`src/rtl/int_alu_pkg.sv`:
```
package int_alu_pkg;

  localparam int unsigned DATA_W = 32;
  localparam int unsigned MODE_W = 4;

  typedef enum logic [MODE_W-1:0] {
    MD_ADD  = 4'h0,
    MD_ADDU = 4'h1,
    MD_SUB  = 4'h2,
    MD_SUBU = 4'h3,
    MD_AND  = 4'h4,
    MD_OR   = 4'h5,
    MD_XOR  = 4'h6,
    MD_NOR  = 4'h7,
    MD_SLT  = 4'hA,
    MD_SLTU = 4'hB
  } alu_mode_e;

  typedef enum logic [1:0] {
    BW_AND = 2'd0,
    BW_OR  = 2'd1,
    BW_XOR = 2'd2,
    BW_NOR = 2'd3
  } bitwise_op_e;

  typedef struct packed {
    logic        arith;      // result and carry come from the adder
    logic        invert_b;   // subtract: ~B and carry-in 1
    logic        signed_ovf; // overflow may be flagged
    logic        cmp_signed; // signed less-than
    logic        cmp_unsig;  // unsigned less-than
    logic        bitwise;    // result from the logic unit
    bitwise_op_e bw_op;
  } alu_ctrl_t;

endpackage

```
`src/rtl/int_alu_decode.sv`:
```
module int_alu_decode
  import int_alu_pkg::*;
#(
  parameter int unsigned MW = MODE_W
) (
  input  logic [MW-1:0] mode,
  output alu_ctrl_t     ctrl
);

  always_comb begin
    ctrl = '0;
    ctrl.bw_op = BW_AND;
    case (mode)
      MD_ADD:  begin ctrl.arith = 1'b1; ctrl.signed_ovf = 1'b1; end
      MD_ADDU: begin ctrl.arith = 1'b1; end
      MD_SUB:  begin ctrl.arith = 1'b1; ctrl.invert_b = 1'b1; ctrl.signed_ovf = 1'b1; end
      MD_SUBU: begin ctrl.arith = 1'b1; ctrl.invert_b = 1'b1; end
      MD_AND:  begin ctrl.bitwise = 1'b1; ctrl.bw_op = BW_AND; end
      MD_OR:   begin ctrl.bitwise = 1'b1; ctrl.bw_op = BW_OR;  end
      MD_XOR:  begin ctrl.bitwise = 1'b1; ctrl.bw_op = BW_XOR; end
      MD_NOR:  begin ctrl.bitwise = 1'b1; ctrl.bw_op = BW_NOR; end
      MD_SLT:  begin ctrl.invert_b = 1'b1; ctrl.cmp_signed = 1'b1; end
      MD_SLTU: begin ctrl.invert_b = 1'b1; ctrl.cmp_unsig = 1'b1; end
      default: ctrl = '0;
    endcase
  end

endmodule

```
`src/rtl/int_alu_cla.sv`:
```
module int_alu_cla #(
  parameter int unsigned WIDTH = 32,
  parameter int unsigned GROUP = 4
) (
  input  logic [WIDTH-1:0] a,
  input  logic [WIDTH-1:0] b,
  input  logic             cin,
  output logic [WIDTH-1:0] sum,
  output logic             cout,
  output logic             c_into_msb
);

  localparam int unsigned NGRP = WIDTH / GROUP;

  logic [WIDTH-1:0] gen_b;
  logic [WIDTH-1:0] prop_b;
  logic [WIDTH-1:0] bit_cin;
  logic [NGRP:0]    grp_c;

  assign gen_b  = a & b;
  assign prop_b = a ^ b;
  assign grp_c[0] = cin;

  for (genvar k = 0; k < NGRP; k++) begin : g_grp
    localparam int unsigned BASE = k * GROUP;
    logic [GROUP:0] loc_c;
    logic           grp_g;
    logic           grp_p;

    // group generate / propagate: carry jumps over the group in one step
    always_comb begin
      grp_g = 1'b0;
      grp_p = 1'b1;
      for (int j = 0; j < int'(GROUP); j++) begin
        grp_g = gen_b[BASE+j] | (prop_b[BASE+j] & grp_g);
        grp_p = grp_p & prop_b[BASE+j];
      end
    end

    // per-bit carries inside the group, seeded by the group carry-in
    always_comb begin
      loc_c[0] = grp_c[k];
      for (int j = 0; j < int'(GROUP); j++) begin
        loc_c[j+1] = gen_b[BASE+j] | (prop_b[BASE+j] & loc_c[j]);
      end
    end

    assign grp_c[k+1] = grp_g | (grp_p & grp_c[k]);
    assign bit_cin[BASE +: GROUP] = loc_c[GROUP-1:0];
  end

  assign sum        = prop_b ^ bit_cin;
  assign cout       = grp_c[NGRP];
  assign c_into_msb = bit_cin[WIDTH-1];

endmodule

```
`src/rtl/int_alu_bitwise.sv`:
```
module int_alu_bitwise
  import int_alu_pkg::*;
#(
  parameter int unsigned WIDTH = DATA_W
) (
  input  logic [WIDTH-1:0] a,
  input  logic [WIDTH-1:0] b,
  input  bitwise_op_e      op,
  output logic [WIDTH-1:0] y
);

  always_comb begin
    case (op)
      BW_AND:  y = a & b;
      BW_OR:   y = a | b;
      BW_XOR:  y = a ^ b;
      default: y = ~(a | b);
    endcase
  end

endmodule

```
`src/rtl/int_alu.sv`:
```
module int_alu
  import int_alu_pkg::*;
#(
  parameter int unsigned WIDTH = DATA_W,
  parameter int unsigned CLA_GROUP = 4
) (
  input  logic             clk,
  input  logic             rst,
  input  logic [WIDTH-1:0] op_a,
  input  logic [WIDTH-1:0] op_b,
  input  logic [3:0]       op_mode,
  output logic [WIDTH-1:0] res_q,
  output logic             carry_q,
  output logic             ovf_q
);

  localparam int unsigned MSB = WIDTH - 1;

  alu_ctrl_t        ctrl;
  logic [WIDTH-1:0] b_eff;
  logic [WIDTH-1:0] add_sum;
  logic             add_cout;
  logic             add_cmsb;
  logic             raw_ovf;
  logic             lt_signed;
  logic             lt_unsig;
  logic [WIDTH-1:0] bw_y;
  logic [WIDTH-1:0] res_d;
  logic             carry_d;
  logic             ovf_d;

  int_alu_decode #(.MW(4)) u_decode (
    .mode (op_mode),
    .ctrl (ctrl)
  );

  assign b_eff = ctrl.invert_b ? ~op_b : op_b;

  int_alu_cla #(.WIDTH(WIDTH), .GROUP(CLA_GROUP)) u_adder (
    .a          (op_a),
    .b          (b_eff),
    .cin        (ctrl.invert_b),
    .sum        (add_sum),
    .cout       (add_cout),
    .c_into_msb (add_cmsb)
  );

  int_alu_bitwise #(.WIDTH(WIDTH)) u_bitwise (
    .a  (op_a),
    .b  (op_b),
    .op (ctrl.bw_op),
    .y  (bw_y)
  );

  assign raw_ovf   = add_cmsb ^ add_cout;
  assign lt_signed = add_sum[MSB] ^ raw_ovf;
  assign lt_unsig  = ~add_cout;

  always_comb begin
    res_d = '0;
    if (ctrl.arith)           res_d = add_sum;
    else if (ctrl.bitwise)    res_d = bw_y;
    else if (ctrl.cmp_signed) res_d = {{(WIDTH-1){1'b0}}, lt_signed};
    else if (ctrl.cmp_unsig)  res_d = {{(WIDTH-1){1'b0}}, lt_unsig};
  end

  assign carry_d = ctrl.arith & add_cout;
  assign ovf_d   = ctrl.arith & ctrl.signed_ovf & raw_ovf;

  always_ff @(posedge clk) begin
    if (rst) begin
      res_q   <= '0;
      carry_q <= 1'b0;
      ovf_q   <= 1'b0;
    end else begin
      res_q   <= res_d;
      carry_q <= carry_d;
      ovf_q   <= ovf_d;
    end
  end

  AST_UNSIGNED_NO_OVF: assert property (@(posedge clk) disable iff (rst)
    (!$past(rst) && ($past(op_mode) == 4'h1 || $past(op_mode) == 4'h3)) |-> !ovf_q);

  AST_BITWISE_FLAGS_CLEAR: assert property (@(posedge clk) disable iff (rst)
    (!$past(rst) && $past(op_mode[3:2]) == 2'b01) |-> (!carry_q && !ovf_q));

  AST_CMP_HIGH_ZERO: assert property (@(posedge clk) disable iff (rst)
    (!$past(rst) && ($past(op_mode) == 4'hA || $past(op_mode) == 4'hB))
      |-> (res_q[MSB:1] == '0 && !carry_q && !ovf_q));

  AST_UNUSED_ZERO: assert property (@(posedge clk) disable iff (rst)
    (!$past(rst) && ($past(op_mode) == 4'h8 || $past(op_mode) == 4'h9 || $past(op_mode) >= 4'hC))
      |-> (res_q == '0 && !carry_q && !ovf_q));

  AST_OPPOSITE_SIGN_NO_OVF: assert property (@(posedge clk) disable iff (rst)
    (!$past(rst) && $past(op_mode) == 4'h0 && ($past(op_a[MSB]) != $past(op_b[MSB]))) |-> !ovf_q);

  AST_RESET_CLEARS: assert property (@(posedge clk)
    $past(rst) |-> (res_q == '0 && !carry_q && !ovf_q));

endmodule

```
`config.mk`:
```
export PLATFORM = sky130hd
export DESIGN_NAME = int_alu
export DESIGN_NICKNAME = d
export VERILOG_FILES = /design/src/rtl/int_alu_pkg.sv /design/src/rtl/int_alu_decode.sv /design/src/rtl/int_alu_cla.sv /design/src/rtl/int_alu_bitwise.sv /design/src/rtl/int_alu.sv
export SDC_FILE = /design/constraint.sdc
export NUM_CORES = 1
export LEC_CHECK = 0
export ABC_AREA = 1
export BUFFER_PORTS_ARGS = -buffer_cell sky130_fd_sc_hd__buf_2
export CAP_MARGIN = 20
export CORE_UTILIZATION = 50
export DETAILED_ROUTE_END_ITERATION = 16
export GPL_ROUTABILITY_DRIVEN = 0
export PLACE_DENSITY = 0.78
export SLEW_MARGIN = 20
export SYNTH_ARGS = -nofsm -noshare
export SYNTH_HDL_FRONTEND = slang
export SYNTH_HIERARCHICAL = 1
export SYNTH_SLANG_ARGS = --single-unit
export TNS_END_PERCENT = 10
```
`constraint.sdc`:
```
create_clock -name clk -period 5.3 [get_ports clk]
set_input_delay 1.59 -clock clk [delete_from_list [all_inputs] [get_ports clk]]
set_output_delay 1.59 -clock clk [all_outputs]
set_load 0.02 [all_outputs]
```
==> metrics.md, run 1 <==
| Metric | Value |
|---|---|
| Status | complete, no violations |
| Post-synthesis net count | about 860 |
| Max_cap viols | 0 |
| Worst path slowest cell | fa_1 |
| Arr. time, crit path | between 5 and 6 ns |
| Top achievable clock speed | about 200 MHz |
| First-pass GRT wire length | around 20 mm |
| Grt ovf | 0 |
| Synthesized cell area | 5310 um2 |
| Num rows | 37 |
| Final worst-path cycle share | ~93% |
| Die Span X | about 110 um |
| Mapped Cells | roughly 670 |
| Placed inst area | between 5000 and 6000 um2 |
| Core Area | 10,300 um2 |
| CP peak stage delay | ~0.38 ns |
| Area contributors post-synth | ha_1 (23%), dfxtp_1 (13%), fa_1 (9.0%) |
| Num CTS Buffers | 5 |
| Top cell type's share of synthesized area | roughly 23% |
| Via-to-Cell Ratio | about 5 |
| # H-tree levels | 2 |
| Fin. Hold Viols | 0 |
| Max-slew violations | 0 |
| Multi-input logic area | around 3900 um2 |
| Layout cell share with drive strength beyond 1 | between 20% and 30% |
| Worst Path Buf+Inv | 4 |
| Crit-path leading delay family | adder cells |
| Ant. Diodes | 0 |
| Finished Cell Area | around 5900 um2 |
| Clock slew at reported path FFs | around 0.070 ns |
| #FFs+latches synth | 34 |
| HP Class | primary input to register |
| Tmin final | a little under 5 ns |
| Final WS setup | ~0.38 ns |
| RSZ-0062 raised after global routing | false |
| Clk buf depth | 2 |
| Initial antenna violation count | 0 |
| Startpoint Class | primary input |
| Final core utilization | about 57% |
| Reg area | slightly below 700 um2 |
| PwrDens | 173 nW/um2 |
| Post-route ant nets | 0 |
| Initial core utilization | 51.5% |
| Pre-CTS setup slack | 0.0344 ns |
| Routed WL | around 12 mm |
| Pin count of the biggest net entering global routing | 38 |
| Required @ worst endpoint | between 5 and 6 ns |
| CTS tree | built |
| Nets | 945 |
| Leak Pwr | about 3.1 nW |
| Final setup fails | 0 |
| Synth warn | 6 |
| Port buffer count | slightly above 100 |
| CP Max Fanout | 18 |
| Sequential area share after synthesis | between 10% and 20% |
| Setup tns final | 0 ns |
| P&R area growth vs syn | 11.0% |
| Die footprint | 11,000 um2 |
| DRC viols | 0 |
| Filler instances | between 1,000 and 1,500 |
| Synth area leader | ha_1 |
| Die H | 105 um |
| Via Count | ~4,600 |
| IO Count | 104 |
| Hpwl dp | ~8.6 mm |
| WL/cell | 13.3 um |
| Clock sinks | 34 |
| Distinct cell type count after synthesis | 32 |
| CP most frequent cell | nand2_2 |
| Worst Setup Path Type | primary input to register |
| Tot GR Track Use | 22.4% |
| Clock root cell | clkbuf_8 |
| Number of global-route vias before repair | ~4,500 |
| Worst-margin pin slew | between 0.9 and 1 ns |
| VDD IR max | 0.0881 mV |
| 1st-pass router iterations | 4 |
| Hold WS | 1.58 ns |
| Element type at the critical path end | register |
| Initial DRC count | approximately 140 |
| Slew headroom | 39.2% |
| Mean post-synth cell area | between 7 and 8 um2 |
[cells by family (layout without fill, tap and decap cells)]
group / count (synthesis) / in the layout / share of synthesized area (%)
simple gates: 266 / 266 / 24.9
fa+ha+maj: 120 / 120 / 31.6
xor+xnor: 40 / 40 / 6.59
compound gates: 53 / 53 / 9.51
buf+inv: 158 / 243 / 14.6
flops: 34 / 34 / 12.8
[metrics by stage]
stage | instances | total power [mW]
2_1_floorplan | 671 | 0.677
3_3_place_gp | 884 | 0.800
3_5_place_dp | 884 | 0.813
4_1_cts | 892 | 1.03
5_1_grt | 892 | 1.11
6_report | 892 | 1.02
[layout make-up]
type,instances,share of cell area (%)
timing repair buffer,112,10.1
multi-input combinational,479,65.9
clock inverter,1,0.0848
clock buffer,7,1.46
sequential,34,11.5
tap,136,2.88
inverter,123,8.00
[path summary, 6_finish.rpt]
path,cells past startpoint,endpoint,from
hold / removal,4,ovf_q,op_mode[0]
setup / recovery,28,res_q[0],op_mode[1]
[report_power, final]
group	internal [mW]	leakage [nW]	switching [mW]
Combinational	0.216	2.77	0.314
Sequential	0.274	0.278	0.00434
Clock	0.105	0.0482	0.109
[synthesized netlist by cell type (all sizes together)]
master,n
buf,33
nor2,51
nand4,32
ha,96
xor2,39
dfxtp,34
nand3b,1
a21oi,15
clkbuf,2
and3,1
inv,123
o21bai,1
or2,1
nand3,72
fa,24
a22oi,31
o21a,4
xnor2,1
o21ai,2
nand2,108
[layer usage]
metal	routed length, um	track usage (%)	vias up
met5	0	0	-
met4	202	8.55	0
met2	5840	40.7	119
met3	527	3.12	14
li1	-	-	2319
met1	5310	26.6	2124
[cell usage in the layout (no fill, tap or decap)]
cell      netlist  layout
xor2_2          0       1
nand2_2        12      12
ha_1           96      96
fa_1           24      24
nand4_1        32      32
inv_4           2       2
inv_6           1       1
nand3b_1        1       1
xor2_1         39      38
and3_1          1       1
clkbuf_1        1       1
clkinv_1        0       1
buf_4           7       8
clkinv_2        0       1
nand3_2         3       3
a22oi_1         1       1
nand3_1        69      69
nor2_2         31      31
o21bai_1        1       1
or2_2           1       1
buf_12          3       1
clkbuf_8        1       6
a21oi_1        15      15
dfxtp_1        34      34
o21ai_0         2       2
a22oi_2        30      30
nor2_4          2       5
nor2_1         18      15
nand2_4         1       1
xnor2_1         1       1
nand2_1        95      95
buf_2          14     103
inv_1         120     119
o21a_1          4       4
[registers in the layout, summed over array words and instances (netlist names)]
| name | count |
|---|---|
| carry_q | 1 |
| ovf_q | 1 |
| res_q | 32 |
[timing repair]
action                                  4_1_cts  5_1_grt
gates resized for setup                       0        1
buffers inserted                              0        0
endpoints found under the setup margin        0        1
hold buffers                                  0        0
No activity file was read; power rests on OpenSTA's default activity.
==> inputs of run 2 (changes only) <==
--- a/config.mk
+++ b/config.mk
@@ -5,13 +5,14 @@
 export SDC_FILE = /design/constraint.sdc
 export NUM_CORES = 1
 export LEC_CHECK = 0
-export ABC_AREA = 1
+export ABC_AREA = 0
 export BUFFER_PORTS_ARGS = -buffer_cell sky130_fd_sc_hd__buf_2
 export CAP_MARGIN = 20
 export CORE_UTILIZATION = 50
 export DETAILED_ROUTE_END_ITERATION = 16
 export GPL_ROUTABILITY_DRIVEN = 0
-export PLACE_DENSITY = 0.78
+export MAX_ROUTING_LAYER = met4
+export PLACE_DENSITY = 0.79
 export SLEW_MARGIN = 20
 export SYNTH_ARGS = -nofsm -noshare
 export SYNTH_HDL_FRONTEND = slang
==> constraint.sdc (replaced) <==
create_clock -name clk -period 4.15 [get_ports clk]
set_input_delay 1.245 -clock clk [delete_from_list [all_inputs] [get_ports clk]]
set_output_delay 1.245 -clock clk [all_outputs]
set_load 0.02 [all_outputs]
==> metrics.md, run 2 <==
| Metric | Value |
|---|---|
| Required @ worst endpoint | 4.31 ns (-1.23 ns) |
| Post-synthesis net count | 761 (-12%) |
| Combinational share of power | 55.7% (+3.9 points) |
| Num CTS Buffers | 5 (unchanged) |
| Crit-path leading delay family | adder cells |
| Final setup fails | 20 (+20) |
| Startpoint Class | primary input |
| Max reg flops | 32 (unchanged) |
| CP most frequent cell | fa_2 |
| Clk buf depth | 2 (unchanged) |
| Routed WL | 14.3 mm (+20%) |
| Max_cap viols | 0 (unchanged) |
| HP Class | primary input to register |
| Final WS setup | -0.912 ns (-1.29 ns) |
| Tot GR Track Use | 26.9% (+4.5 points) |
| Clock sinks | 34 (unchanged) |
| Clock slew at reported path FFs | 0.08 ns (about the same) |
| Element type at the critical path end | register |
| Synth area leader | ha_1 |
| Layout cell share with drive strength beyond 1 | 40.6% (+13 points) |
| Mapped Cells | 571 (-15%) |
| Biggest register | res_q |
| Clk pwr share | 21.1% (about the same) |
| First-pass GRT wire length | 21.2 mm (+6.3%) |
| Most common cell after layout, fill and taps aside | buf_2 |
| Synth warn | 6 (unchanged) |
| Top cell type's share of synthesized area | 23.9% (+1.2 points) |
| Sequential area share after synthesis | 13.5% (+0.71 points) |
| Sw Pwr | 0.585 mW (+37%) |
| Worst Setup Path Type | primary input to register |
| Largest regs | res_q x32, carry_q x1, ovf_q x1 |
| Post-synth EDFFs | 0 (unchanged) |
| Max-slew violations | 0 (unchanged) |
| CP peak stage delay | 0.39 ns (about the same) |
| Most used DFF post-synth | dfxtp_1 |
| Top achievable clock speed | between 150 and 200 MHz |
| Clock root cell | clkbuf_8 |
| Num rows | 36 (-2.7%) |
| Fin. Hold Viols | 0 (unchanged) |
| VDD IR max | 0.153 mV (+74%) |
| Slew headroom | 41.0% (+1.8 points) |
| Distinct cell type count after synthesis | 46 (+44%) |
| CP Max Fanout | 6 (-12) |
| IO Count | 104 (unchanged) |
| #FFs+latches synth | 34 (unchanged) |
| Pin count of the biggest net entering global routing | 48 (+26%) |
| Hpwl dp | 10.2 mm (+18%) |
| Non-filler cells, final | 891 (-0.11%) |
| Synth top cells by count | ha_1 (96), inv_1 (80), nand2_1 (62) |
| Sw Share | 37.9% (-3.9 points) |
| Tmin final | between 5 and 6 ns |
| Via Count | 4,800 (+4.9%) |
| Final worst-path cycle share | 122% |
| Failing checks | negative setup slack |
| Dpl cells | 868 (-1.8%) |
| Async set-reset flop share out of synthesis | 0% (unchanged) |
| Via-to-Cell Ratio | 5.39 (+5.0%) |
| Status | finished, violations left |
| WL/cell | 16.1 um (+21%) |
| Number of global-route vias before repair | 4,817 (+7.6%) |
| Mean post-synth cell area | 8.82 um2 (+11%) |
| Filler instances | 736 (-28%) |
| Post-route ant nets | 0 (unchanged) |
| PwrDens | 229 nW/um2 (+32%) |
| Nets | 946 (+0.11%) |
| Worst-margin pin slew | 0.885 ns (-0.0252 ns) |
| Die footprint | 10,500 um2 (-5.1%) |
| 1st-pass router iterations | 4 (unchanged) |
| Initial antenna violation count | 1 (+1) |
| RSZ-0062 raised after global routing | true |
| Core Area | 9770 um2 (-5.3%) |
| Initial DRC count | 177 (+26%) |
| Commonest cells after routing, fill and taps aside | buf_2 (102), buf_4 (97), ha_1 (95) |
| Final core utilization | 69.1% (+12 points) |
| CTS Hold Bufs | 0 (unchanged) |
| Port buffer count | 103 (unchanged) |
| Sequential share of power | 23.2% (-4.0 points) |
| # H-tree levels | 2 (unchanged) |
| DRC viols | 0 (unchanged) |
| Worst path slowest cell | xor3_1 |
| Synthesized cell area | 5040 um2 (-5.2%) |
| Area contributors post-synth | ha_1 (24%), dfxtp_1 (14%), fa_1 (9.5%) |
| Power Internal | 0.960 mW (+61%) |
| CTS tree | built |
| Top-count cell post-synth | ha_1 |
| Die H | 102 um (-2.6%) |
| Leak Pwr | 3.54 nW (+15%) |
| Worst Path Buf+Inv | 3 (-1) |
| Die Span X | 102 um (-2.6%) |
| Grt ovf | 0 (unchanged) |
| Worst-path cell chain | buf_6, and2b_4, buf_12, xor2_2, ha_1, a21oi_1, nor2_1, a211oi_2, nand3_2, o21ai_2, nand2_1, fa_2, fa_2, inv_2, fa_2, xnor2_2, xor3_1, a2111oi_4, a2111oi_2 |
| P&R area growth vs syn | 34.2% |
| Arr. time, crit path | 5.22 ns (+0.06 ns) |
| Initial core utilization | 51.5% (about the same) |
## run 2: area by class of cell
type	instances	area, um2	share of cell area [%]
sequential	34	681	10.1
multi-input combinational	429	4140	61.2
clock buffer	5	68.8	1.02
clock inverter	3	40.0	0.592
inverter	80	300	4.44
timing repair buffer	206	1360	20.1
antenna	1	2.50	0.0370
tap	133	166	2.46
## run 2: timing repair
item,in CTS,in global routing
gates cloned,2,0
buffers inserted,7,5
pin swaps,9,15
gates resized for setup,31,19
setup endpoints to repair,20,21
## run 2: final timing paths
check                 endpoint  cells after the start  startpoint
worst max-delay path  res_q[0]                     19  op_mode[2]
worst min-delay path  res_q[0]                      2         rst
## run 2: routing by layer
layer,track usage [%],part of all wire (%)
met1,28.1,38
met2,50.1,54
met3,3.90,5.2
met4,11.6,3.2
met5,-,0
## run 2: cells by family (layout without fill, tap and decap cells)
family | after synthesis | count (layout) | synth area share (%)
flip-flops | 34 | 34 | 13.5
adder cells (fa/ha/maj) | 120 | 120 | 33.4
AO/OA/AOI/OAI | 126 | 126 | 16.1
other | 0 | 1 | 0
buffers and inverters | 109 | 294 | 9.81
multiplexers | 28 | 28 | 8.35
AND/OR/NAND/NOR | 112 | 113 | 11.3
XOR/XNOR | 42 | 42 | 7.60
## run 2: stage by stage
step | setup WS, ns | hold WS, ns | total power [mW] | area, um2 | TNS (ns)
final | -0.912 | 1.18 | 1.54 | 6760 | -6.77
after global routing | -1.12 | 1.18 | 1.64 | 6760 | -9.22
after CTS | -0.752 | 1.17 | 1.49 | 6610 | -4.01
after detailed placement | -1.25 | 1.49 | 1.12 | 6300 | -15.88
after global placement | -1.06 | 1.49 | 1.07 | 6300 | -13.35
after floorplan | -0.853 | 1.32 | 0.829 | 5130 | -5.02
## run 2: power by group through the flow
stage          clock, mW  combinational [mW]  sequential, mW
2_1_floorplan          0               0.431           0.399
3_5_place_dp           0               0.753           0.366
4_1_cts            0.332               0.800           0.359
6_report           0.327               0.860           0.359
5_1_grt            0.338               0.940           0.361
3_3_place_gp           0               0.708           0.365
